<file path="src/rtl/sram_ctl_pkg.sv">
package sram_ctl_pkg;

  typedef enum logic [1:0] {
    ST_IDLE   = 2'd0,
    ST_WHZ    = 2'd1,
    ST_WPULSE = 2'd2,
    ST_READ   = 2'd3
  } st_e;

  // nanoseconds to clock cycles, rounded up, never below one
  function automatic int ns2cyc(input int ns, input int clk_ns);
    int c;
    c = (ns + clk_ns - 1) / clk_ns;
    return (c < 1) ? 1 : c;
  endfunction

  function automatic int imax(input int a, input int b);
    return (a > b) ? a : b;
  endfunction

endpackage

</file>
<file path="src/rtl/sram_phase_timer.sv">
module sram_phase_timer #(
  parameter int CW = 4
) (
  input  logic          clk,
  input  logic          rst_n,
  input  logic          load,
  input  logic [CW-1:0] load_val,
  output logic          expired
);
  logic [CW-1:0] cnt;

  always_ff @(posedge clk or negedge rst_n) begin
    if (!rst_n)              cnt <= '0;
    else if (load)           cnt <= load_val;
    else if (cnt != '0)      cnt <= cnt - 1'b1;
  end

  assign expired = (cnt == '0);
endmodule

</file>
<file path="src/rtl/sram_pin_decode.sv">
module sram_pin_decode
  import sram_ctl_pkg::*;
(
  input  st_e  st,
  output logic ce_n,
  output logic we_n,
  output logic oe_n,
  output logic dq_oe
);
  always_comb begin
    ce_n  = 1'b1;
    we_n  = 1'b1;
    oe_n  = 1'b1;
    dq_oe = 1'b0;
    unique case (st)
      ST_IDLE:   ;
      ST_WHZ:    ce_n = 1'b0;
      ST_WPULSE: begin ce_n = 1'b0; we_n = 1'b0; dq_oe = 1'b1; end
      ST_READ:   begin ce_n = 1'b0; oe_n = 1'b0; end
      default:   ;
    endcase
  end
endmodule

</file>
<file path="src/rtl/sram_ctl.sv">
module sram_ctl
  import sram_ctl_pkg::*;
#(
  parameter int CLK_NS  = 5,
  parameter int AW      = 15,
  parameter int DW      = 8,
  parameter int T_WP_NS = 50,
  parameter int T_CW_NS = 70,
  parameter int T_WC_NS = 70,
  parameter int T_DW_NS = 40,
  parameter int T_RC_NS = 70,
  parameter int T_OE_NS = 50,
  parameter int T_HZ_NS = 35
) (
  input  logic          clk,
  input  logic          rst_n,
  input  logic          req,
  input  logic          req_wr,
  input  logic [AW-1:0] req_addr,
  input  logic [DW-1:0] req_wdata,
  output logic          host_rdy,
  output logic [DW-1:0] rd_data,
  output logic          rd_valid,
  output logic [AW-1:0] sram_addr,
  output logic          sram_ce_n,
  output logic          sram_we_n,
  output logic          sram_oe_n,
  output logic [DW-1:0] sram_dq_out,
  output logic          sram_dq_oe,
  input  logic [DW-1:0] sram_dq_in
);
  localparam int N_HZ  = ns2cyc(T_HZ_NS, CLK_NS);
  localparam int N_WR  = imax(imax(ns2cyc(T_WP_NS, CLK_NS), ns2cyc(T_CW_NS, CLK_NS)),
                              imax(ns2cyc(T_WC_NS, CLK_NS), ns2cyc(T_DW_NS, CLK_NS)));
  localparam int N_RD  = imax(ns2cyc(T_RC_NS, CLK_NS), ns2cyc(T_OE_NS, CLK_NS));
  localparam int N_MAX = imax(imax(N_HZ, N_WR), N_RD);
  localparam int CW    = $clog2(N_MAX + 1);

  st_e           st, st_nxt;
  logic          tmr_load;
  logic [CW-1:0] tmr_val;
  logic          phase_done;
  logic          accept;
  logic          rd_capture;
  logic [AW-1:0] a_q;
  logic [DW-1:0] d_q;

  assign accept = req && (st == ST_IDLE);

  sram_phase_timer #(.CW(CW)) u_tmr (
    .clk(clk), .rst_n(rst_n), .load(tmr_load), .load_val(tmr_val), .expired(phase_done)
  );

  sram_pin_decode u_pins (
    .st(st), .ce_n(sram_ce_n), .we_n(sram_we_n), .oe_n(sram_oe_n), .dq_oe(sram_dq_oe)
  );

  always_comb begin
    st_nxt     = st;
    tmr_load   = 1'b0;
    tmr_val    = '0;
    rd_capture = 1'b0;
    unique case (st)
      ST_IDLE: if (accept) begin
        tmr_load = 1'b1;
        if (req_wr) begin st_nxt = ST_WHZ;  tmr_val = CW'(N_HZ - 1); end
        else        begin st_nxt = ST_READ; tmr_val = CW'(N_RD - 1); end
      end
      ST_WHZ: if (phase_done) begin
        st_nxt = ST_WPULSE; tmr_load = 1'b1; tmr_val = CW'(N_WR - 1);
      end
      ST_WPULSE: if (phase_done) st_nxt = ST_IDLE;
      ST_READ: if (phase_done) begin
        st_nxt = ST_IDLE; rd_capture = 1'b1;
      end
      default: st_nxt = ST_IDLE;
    endcase
  end

  always_ff @(posedge clk or negedge rst_n) begin
    if (!rst_n) begin
      st       <= ST_IDLE;
      a_q      <= '0;
      d_q      <= '0;
      rd_data  <= '0;
      rd_valid <= 1'b0;
    end else begin
      st       <= st_nxt;
      rd_valid <= rd_capture;
      if (accept) begin
        a_q <= req_addr;
        d_q <= req_wdata;
      end
      if (rd_capture) rd_data <= sram_dq_in;
    end
  end

  assign host_rdy    = (st == ST_IDLE);
  assign sram_addr   = a_q;
  assign sram_dq_out = d_q;

  // ---------------- checks ----------------
  logic [CW-1:0] oe_hi_cnt, we_lo_cnt;
  always_ff @(posedge clk or negedge rst_n) begin
    if (!rst_n) begin
      oe_hi_cnt <= '0;
      we_lo_cnt <= '0;
    end else begin
      if (!sram_oe_n)                     oe_hi_cnt <= '0;
      else if (oe_hi_cnt != CW'(N_MAX))   oe_hi_cnt <= oe_hi_cnt + 1'b1;
      if (sram_we_n)                      we_lo_cnt <= '0;
      else if (we_lo_cnt != CW'(N_MAX))   we_lo_cnt <= we_lo_cnt + 1'b1;
    end
  end


  we_width_chk: assert property (@(posedge clk) disable iff (!rst_n)
    $rose(sram_we_n) |-> we_lo_cnt == CW'(N_WR));

  release_wait_chk: assert property (@(posedge clk) disable iff (!rst_n)
    $rose(sram_dq_oe) |-> oe_hi_cnt >= CW'(N_HZ));

  addr_frozen_chk: assert property (@(posedge clk) disable iff (!rst_n)
    (!sram_ce_n && $past(!sram_ce_n)) |-> ($stable(sram_addr) && $stable(sram_dq_out)));

  idle_strobes_chk: assert property (@(posedge clk) disable iff (!rst_n)
    host_rdy |-> (sram_ce_n && sram_we_n && sram_oe_n && !sram_dq_oe));

  valid_pulse_chk: assert property (@(posedge clk) disable iff (!rst_n)
    rd_valid |=> !rd_valid);

  valid_after_read_chk: assert property (@(posedge clk) disable iff (!rst_n)
    $rose(rd_valid) |-> $past(!sram_oe_n && !sram_ce_n));

  no_contention_chk: assert property (@(posedge clk) disable iff (!rst_n)
    sram_dq_oe |-> sram_oe_n);
endmodule

</file>
<file path="config.mk">
export PLATFORM = sky130hd
export DESIGN_NAME = sram_ctl
export DESIGN_NICKNAME = d
export VERILOG_FILES = /design/src/rtl/sram_ctl_pkg.sv /design/src/rtl/sram_phase_timer.sv /design/src/rtl/sram_pin_decode.sv /design/src/rtl/sram_ctl.sv
export SDC_FILE = /design/constraint.sdc
export NUM_CORES = 1
export LEC_CHECK = 0
export ABC_AREA = 1
export CAP_MARGIN = 10
export CORE_UTILIZATION = 35
export CTS_BUF_LIST = sky130_fd_sc_hd__clkbuf_4 sky130_fd_sc_hd__clkbuf_8
export DETAILED_ROUTE_END_ITERATION = 16
export GPL_TIMING_DRIVEN = 0
export HOLD_SLACK_MARGIN = 0.02
export PLACE_DENSITY = 0.8
export REMOVE_ABC_BUFFERS = 1
export SLEW_MARGIN = 20
export SYNTH_ARGS = -nofsm -noshare
export SYNTH_HDL_FRONTEND = slang
export SYNTH_SLANG_ARGS = --single-unit
</file>
<file path="constraint.sdc">
create_clock -name clk -period 3 [get_ports clk]
set_input_delay 0.6 -clock clk [delete_from_list [all_inputs] [get_ports clk]]
set_output_delay 0.6 -clock clk [all_outputs]
set_load 0.02 [all_outputs]
</file>
==> impl_summary.log, run 1 <==
INFO  metric ant_nets = 0
INFO  metric yosys-top-cells-area = dfrtp_1 (60%), nand2_1 (25%), inv_1 (2.4%), nand3_1 (2.2%), buf_6 (2.1%)
INFO  metric die-area = about 0.0048 mm^2
INFO  metric synth_seq_area_share = about three fifths
INFO  metric hold_violations = 0
INFO  metric route.detailed.vias_per_inst = between 4 and 5
INFO  metric vdd_ir_drop_max = just under 0.0004 V
INFO  metric setup_slack = 848.6 ps
INFO  metric layout-drive-gt1-share = around 6.2%
INFO  metric fin_area = 0.002420 mm^2
INFO  metric preCtsSetupSlack = 691.5 ps
INFO  metric critical_path.slowest_cell = clkdlybuf4s50_1
INFO  metric maximum_number_of_pins_on_one_net_before_global_route_repair = 31
INFO  metric antenna-diode-count = 0
INFO  metric antenna_found_initial = 0
INFO  metric area_of_the_mapped_netlist = between 0.0015 and 0.002 mm^2
INFO  metric placement.cell_area = between 0.002 and 0.0025 mm^2
INFO  metric grt_first_pass_wirelength = between 6000 and 7000 um
INFO  metric wl_per_cell = about 11 um
INFO  metric fin_cells = roughly 310
INFO  metric critical_path_buf_inv_count = 2
INFO  metric fillers = 408
INFO  metric yosys.cell_types.count = 17
INFO  metric chipHeight = 69.09 um
INFO  metric global_route.overflow_total = 0
INFO  metric minimum_clock_period_after_layout = 2151 ps
INFO  metric pin_count = just over 70
INFO  metric fp_rows = 24
INFO  metric synth.largest_area_cell = dfrtp_1
INFO  metric status = completed
INFO  metric crit_path_cells = inv_1, nor2_1, clkdlybuf4s50_1
INFO  metric htreeDepth = 2
INFO  metric timing.fmax = 0.4648 GHz
INFO  metric first_global_vias = 1479
INFO  metric leakage_power = between 1 and 1.5 nW
INFO  metric yosys_warnings = 0
INFO  metric clock_tree.root_cell = clkbuf_8
INFO  metric cap_violations = 0
INFO  metric detailroute.via_count = 1418
INFO  metric place_congestion = ~0.8
INFO  metric grt_usage = approximately 17%
INFO  metric clock_insertion_delay_worst_skew = around 280 ps
INFO  metric drv_slew = 0
INFO  metric max_slew.worst_pin.slew = 599.3 ps
INFO  metric post-route-period-util = 71.71%
INFO  metric critical_path_peak_fanout = 6
INFO  metric postSynthCellCount = 184
INFO  metric cts_max_path_buffers = 2
INFO  metric netlist.area_leader.share = about 60%
INFO  metric drt_drc_violations_left = 0
INFO  metric max_stage_delay = about 610 ps
INFO  metric half_perimeter_wire_length_of_the_detailed_placement_result = 2570 um
INFO  metric finalPower = between 2 and 3 mW
INFO  metric cp_data_required_time = 2400 ps
INFO  metric tritoncts_num_sinks = 38
INFO  metric timing.rr.start = st[0]
INFO  metric syn_to_final_growth = 53.61%
INFO  metric timing.critical_path.from_type = register
INFO  metric worst_slew_margin_rel = 59.91%
INFO  metric port-buffer-count = between 70 and 80
INFO  metric buffer_count_from_post_cts_setup_fixing = 0
INFO  metric worst_setup_path_startpoint = st[1]
INFO  metric clk_transition_reported_paths = roughly 70 ps
INFO  metric rsz0062_at_grt = false
INFO  metric chipWidth = between 60 and 70 um
INFO  metric cts_hold_buf = 0
INFO  metric critical_path.endpoint_type = primary output
INFO  metric final_setup_violation_count = 0
INFO  metric tritoncts = built
INFO  metric numPlacedInstances = between 300 and 400
INFO  metric fin_skew = ~1.7 ps
INFO  metric final_net_count = around 290
INFO  metric synth_area_per_cell = about 8.6 um^2
INFO  metric cts_made_buffers = 5
INFO  metric critPathArrivalTime = roughly 1600 ps
INFO  metric pwr_density_cell = 1058 mW/mm^2
INFO  metric cts.repair.resized = 0
INFO  metric cp_top_family = buffers and inverters
INFO  metric finalSetupTns = 0 ps
INFO  metric ys_seq_elements = 38
INFO  metric coreArea = between 0.004 and 0.005 mm^2
INFO  metric drt_pre_antenna_iters = 4
INFO  metric initialDrtViolationCount = 96
INFO  metric floorplan.initialDensity = 36.18%
INFO  metric wl = 3543 um
INFO  metric setup.worst_path.class = register to primary output
INFO  metric timing.hold.worst.class = input port to asynchronous set/reset pin
power breakdown:
part,total [mW],internal [mW],switching [mW]
Sequential,0.913,0.758,0.155
Clock,0.364,0.194,0.170
Combinational,1.28,0.597,0.686
Total,2.56,1.55,1.01
worst paths after layout:
path                             endpoint  cells past startpoint  slack (ps)
setup / recovery               sram_dq_oe                      3         850
hold reg to reg            sram_dq_out[7]                      2         480
setup reg to reg             u_tmr.cnt[1]                      5        1160
hold / removal               u_tmr.cnt[2]                      1         260
max in group asynchronous    sram_addr[5]                      2        2290
min in group clk           sram_dq_out[7]                      2         480
cells by family after synthesis:
logic type	synth area share, %
buffers and inverters	6.036
AND/OR/NAND/NOR	30.98
AO/OA/AOI/OAI	1.827
flip-flops	60.37
adder cells (fa/ha/maj)	0.7942
stage by stage:
step	util [%]	hold slack (ps)
3_3_place_gp	52.87	461.8
3_5_place_dp	53.39	464.8
5_1_grt	55.57	290.6
6_report	55.57	261.9
2_1_floorplan	-	304.4
4_1_cts	55.57	264.2
placed cells by master (no fill, tap or decap):
master / synthesis / final
nand3_1: 7 / 7
o21ai_0: 2 / 2
nand2_1: 105 / 105
nor2_2: 2 / 2
clkbuf_4: 0 / 1
buf_2: 0 / 1
ha_1: 1 / 1
clkinv_2: 1 / 2
nor2_1: 6 / 6
nand2_2: 1 / 1
clkdlybuf4s50_1: 0 / 70
inv_2: 1 / 1
o2111ai_1: 1 / 1
nand3_2: 1 / 1
buf_16: 0 / 1
nand3b_1: 1 / 1
dfrtp_1: 38 / 38
inv_1: 10 / 10
a21oi_1: 2 / 2
clkbuf_8: 0 / 6
state kept, by name, indices dropped and copies added, names as in the netlist:
name and count:
sram_dq_out 8, rd_data 8, sram_addr 15, st 2, rd_valid 1, u_tmr.cnt 4
metal layers:
layer | global-route usage [%] | vias up | wire length, um
met4 | 6.349 | 0 | 48
met3 | 5.117 | 7 | 214
li1 | - | 703 | -
met2 | 27.72 | 45 | 1759
met1 | 20.00 | 663 | 1520
met5 | 0 | - | 0
Yosys cell counts (all sizes together):
library cell and n:
nand2 106, nor2 8, o2111ai 1, a21oi 2, buf 5, inv 11, o21ai 2, ha 1
clkinv 1, nand3 8, nand3b 1, dfrtp 38
final cells by class:
type / instances / area, um^2 / share of cell area [%]
clock buffer: 7 / 90.09 / 3.723
tap: 52 / 65.06 / 2.689
timing repair buffer: 72 / 733.2 / 30.30
multi-input combinational: 129 / 529.3 / 21.87
inverter: 12 / 46.29 / 1.913
sequential: 38 / 950.9 / 39.30
clock inverter: 1 / 5.005 / 0.2068
No activity file was read; power rests on OpenSTA's default activity.
==> run 2: changes to the inputs <==
==> constraint.sdc (replaced) <==
create_clock -name clk -period 2.1 [get_ports clk]
set_input_delay 0.42 -clock clk [delete_from_list [all_inputs] [get_ports clk]]
set_output_delay 0.42 -clock clk [all_outputs]
set_load 0.02 [all_outputs]
==> results of run 2 <==
Same layout as run 1 (identical final DEF). Status: completed.
Among the figures that moved: setup slack after placement 691.5 ps -> -28.47 ps; setup slack after layout 848.6 ps -> 128.6 ps; hold slack 261.9 ps -> 81.92 ps; register-to-register setup slack 1160 ps -> 260 ps; total power 2.559 mW -> 3.656 mW; worst IR drop on VDD 0.0003899 V -> 0.0005569 V
==> run 3: changes to the inputs <==
--- a/config.mk
+++ b/config.mk
@@ -7,6 +7,7 @@
 export LEC_CHECK = 0
 export ABC_AREA = 1
 export CAP_MARGIN = 10
+export CORE_MARGIN = 2
 export CORE_UTILIZATION = 35
 export CTS_BUF_LIST = sky130_fd_sc_hd__clkbuf_4 sky130_fd_sc_hd__clkbuf_8
 export DETAILED_ROUTE_END_ITERATION = 16
@@ -14,7 +15,7 @@
 export HOLD_SLACK_MARGIN = 0.02
 export PLACE_DENSITY = 0.8
 export REMOVE_ABC_BUFFERS = 1
-export SLEW_MARGIN = 20
+export SLEW_MARGIN = 0
 export SYNTH_ARGS = -nofsm -noshare
 export SYNTH_HDL_FRONTEND = slang
 export SYNTH_SLANG_ARGS = --single-unit
==> run 3 against run 2 <==
Against the previous run: clock skew increased by 4.8 ps; die area increased by 5.9%; sequential share of layout area increased by 0.41 points; highest routed layer unchanged; largest cell class unchanged; clock-buffer cell count unchanged; setup slack got worse by 17 ps; register-to-register slack improved by 40 ps; via count decreased by 2.2%; non-clock buffer count decreased by 1.
==> impl_summary.log, run 3 (synthesis results as in run 1) <==
INFO  metric worst_setup_path_startpoint = st[0]
INFO  metric die-area = 0.005053 mm^2
INFO  metric setup.worst_path.class = register to primary output
INFO  metric timing.critical_path.from_type = register
INFO  metric globalRoute.busiestLayer = met2
INFO  metric rsz0062_at_grt = false
INFO  metric critical_path_peak_fanout = 6
INFO  metric use_met2 = between 20% and 30%
INFO  metric critical_path_cell_count = 2
INFO  metric grt_usage = between 10% and 20%
INFO  metric place_congestion = 0.8231
INFO  metric rr_endpoint = u_tmr.cnt[1]
INFO  metric fin_skew = between 6 and 7 ps
INFO  metric initialDrtViolationCount = 47
INFO  metric setup_slack = around 110 ps
INFO  metric route.detailed.vias_per_inst = roughly 4.5
INFO  metric timing.reg2reg.setup_slack = 300 ps
INFO  metric fp_rows = 24
INFO  metric post-route-period-util = a little over nine tenths
INFO  metric global_route.overflow_total = 0
INFO  metric layout-drive-gt1-share = roughly 5.8%
INFO  metric timing.hold.worst.class = input port to asynchronous set/reset pin
INFO  metric half_perimeter_wire_length_of_the_detailed_placement_result = between 2000 and 2500 um
INFO  metric floorplan.initialDensity = between 30% and 40%
INFO  metric worst_slew_margin_rel = 45.38%
INFO  metric max_slew.worst_pin.slew = 819.3 ps
INFO  metric detailroute.via_count = 1387
INFO  metric globalRouteMet1Util = a little under a fifth
INFO  metric chipWidth = slightly above 70 um
INFO  metric cts_made_buffers = 5
INFO  metric vdd_ir_drop_max = 0.0007511 V
INFO  metric mostFrequentLayoutCell = nand2_1
INFO  metric coreArea = ~0.0044 mm^2
INFO  metric cts_max_path_buffers = 2
INFO  metric htreeDepth = 2
INFO  metric crit_path_cells = nor2_2, clkdlybuf4s50_1
INFO  metric cap_violations = 0
INFO  metric max_stage_delay = roughly 640 ps
INFO  metric pwr_density_cell = between 1500 and 2000 mW/mm^2
INFO  metric first_global_vias = 1314
INFO  metric clk_transition_reported_paths = around 70 ps
INFO  metric clock_tree.root_cell = clkbuf_8
INFO  metric maximum_number_of_pins_on_one_net_before_global_route_repair = 39
INFO  metric syn_to_final_growth = 52.03%
INFO  metric fin_cells = slightly above 300
INFO  metric hold_violations = 0
INFO  metric critical_path.slowest_cell = clkdlybuf4s50_1
INFO  metric critPathCapture = host_rdy
INFO  metric port-buffer-count = just over 70
INFO  metric finalSetupTns = 0 ps
INFO  metric pin_count = 72
INFO  metric drt_pre_antenna_iters = 4
INFO  metric critical_path_buf_inv_count = 1
INFO  metric tritoncts_num_sinks = 38
INFO  metric preCtsSetupSlack = roughly 5.7 ps
INFO  metric clock_insertion_delay_worst_skew = 280 ps
INFO  metric cp_data_required_time = ~1700 ps
INFO  metric numPlacedInstances = 302
INFO  metric antenna_found_initial = 0
INFO  metric placement.cell_area = around 0.0023 mm^2
INFO  metric final_net_count = a little under 300
INFO  metric drv_slew = 0
INFO  metric final_setup_violation_count = 0
INFO  metric most-common-layout-cells = nand2_1 (105), clkdlybuf4s50_1 (69), dfrtp_1 (38)
INFO  metric largest_reg_flops = 15
INFO  metric postLayoutCoreUtil = 55.00%
INFO  metric wl = 3450 um
INFO  metric cp_top_family = buffers and inverters
INFO  metric globalRouteMet3Util = 5.271%
INFO  metric leakage_power = 1.211 nW
INFO  metric cts_hold_buf = 0
INFO  metric ff2ff_path_depth = 5
INFO  metric critPathArrivalTime = 1570 ps
INFO  metric ant_nets = 0
INFO  metric wl_per_cell = around 11 um
INFO  metric grt_first_pass_wirelength = between 5000 and 6000 um
INFO  metric fin_area = about 0.0024 mm^2
INFO  metric timing.rr.start = st[0]
INFO  metric status = completed
INFO  metric minimum_clock_period_after_layout = slightly below 2000 ps
INFO  metric hold_slack = around 230 ps
INFO  metric drt_drc_violations_left = 0
INFO  metric finalPower = approximately 3.6 mW
INFO  metric critical_path.endpoint_type = primary output
INFO  metric tritoncts = built
INFO  metric chipHeight = 71.09 um
INFO  metric timing.fmax = ~0.50 GHz
INFO  metric antenna-diode-count = 0
run 3: metal layers:
layer,vias to the layer above,wire length (um),part of all wire [%]
met5,-,0,0
met4,0,6,0.17
met3,2,267,7.7
met2,52,1688,49
met1,631,1488,43
li1,702,-,-
run 3: power by group:
group / internal [mW] / switching (mW) / leakage (nW)
logic: 0.846 / 0.977 / 0.692
clock network: 0.278 / 0.240 / 0.0517
registers: 1.08 / 0.214 / 0.466
total: 2.21 / 1.43 / 1.21
run 3: worst min-delay path by stage:
stage	start	to	slack (ps)	cells after the start
global route	rst_n	st[0]	300	1
CTS	rst_n	st[0]	260	1
detailed placement	rd_data[2]	rd_data[2]	460	2
global placement	sram_addr[10]	sram_addr[10]	460	2
floorplan	rst_n	rd_data[0]	120	0
finish	rst_n	st[0]	230	1
run 3: cell type report:
class | instances | area [um^2]
fillers | 400 | 1959
clock buffers | 7 | 90.09
flip-flops and latches | 38 | 950.9
clock inverters | 1 | 5.005
well taps | 52 | 65.06
inverters | 12 | 46.29
multi-input cells | 129 | 529.3
repair buffers | 71 | 708.2
run 3: repair_timing:
item                                    CTS  global route
buffers inserted                          0             0
resized for setup                         0             1
endpoints found under the setup margin    0             1
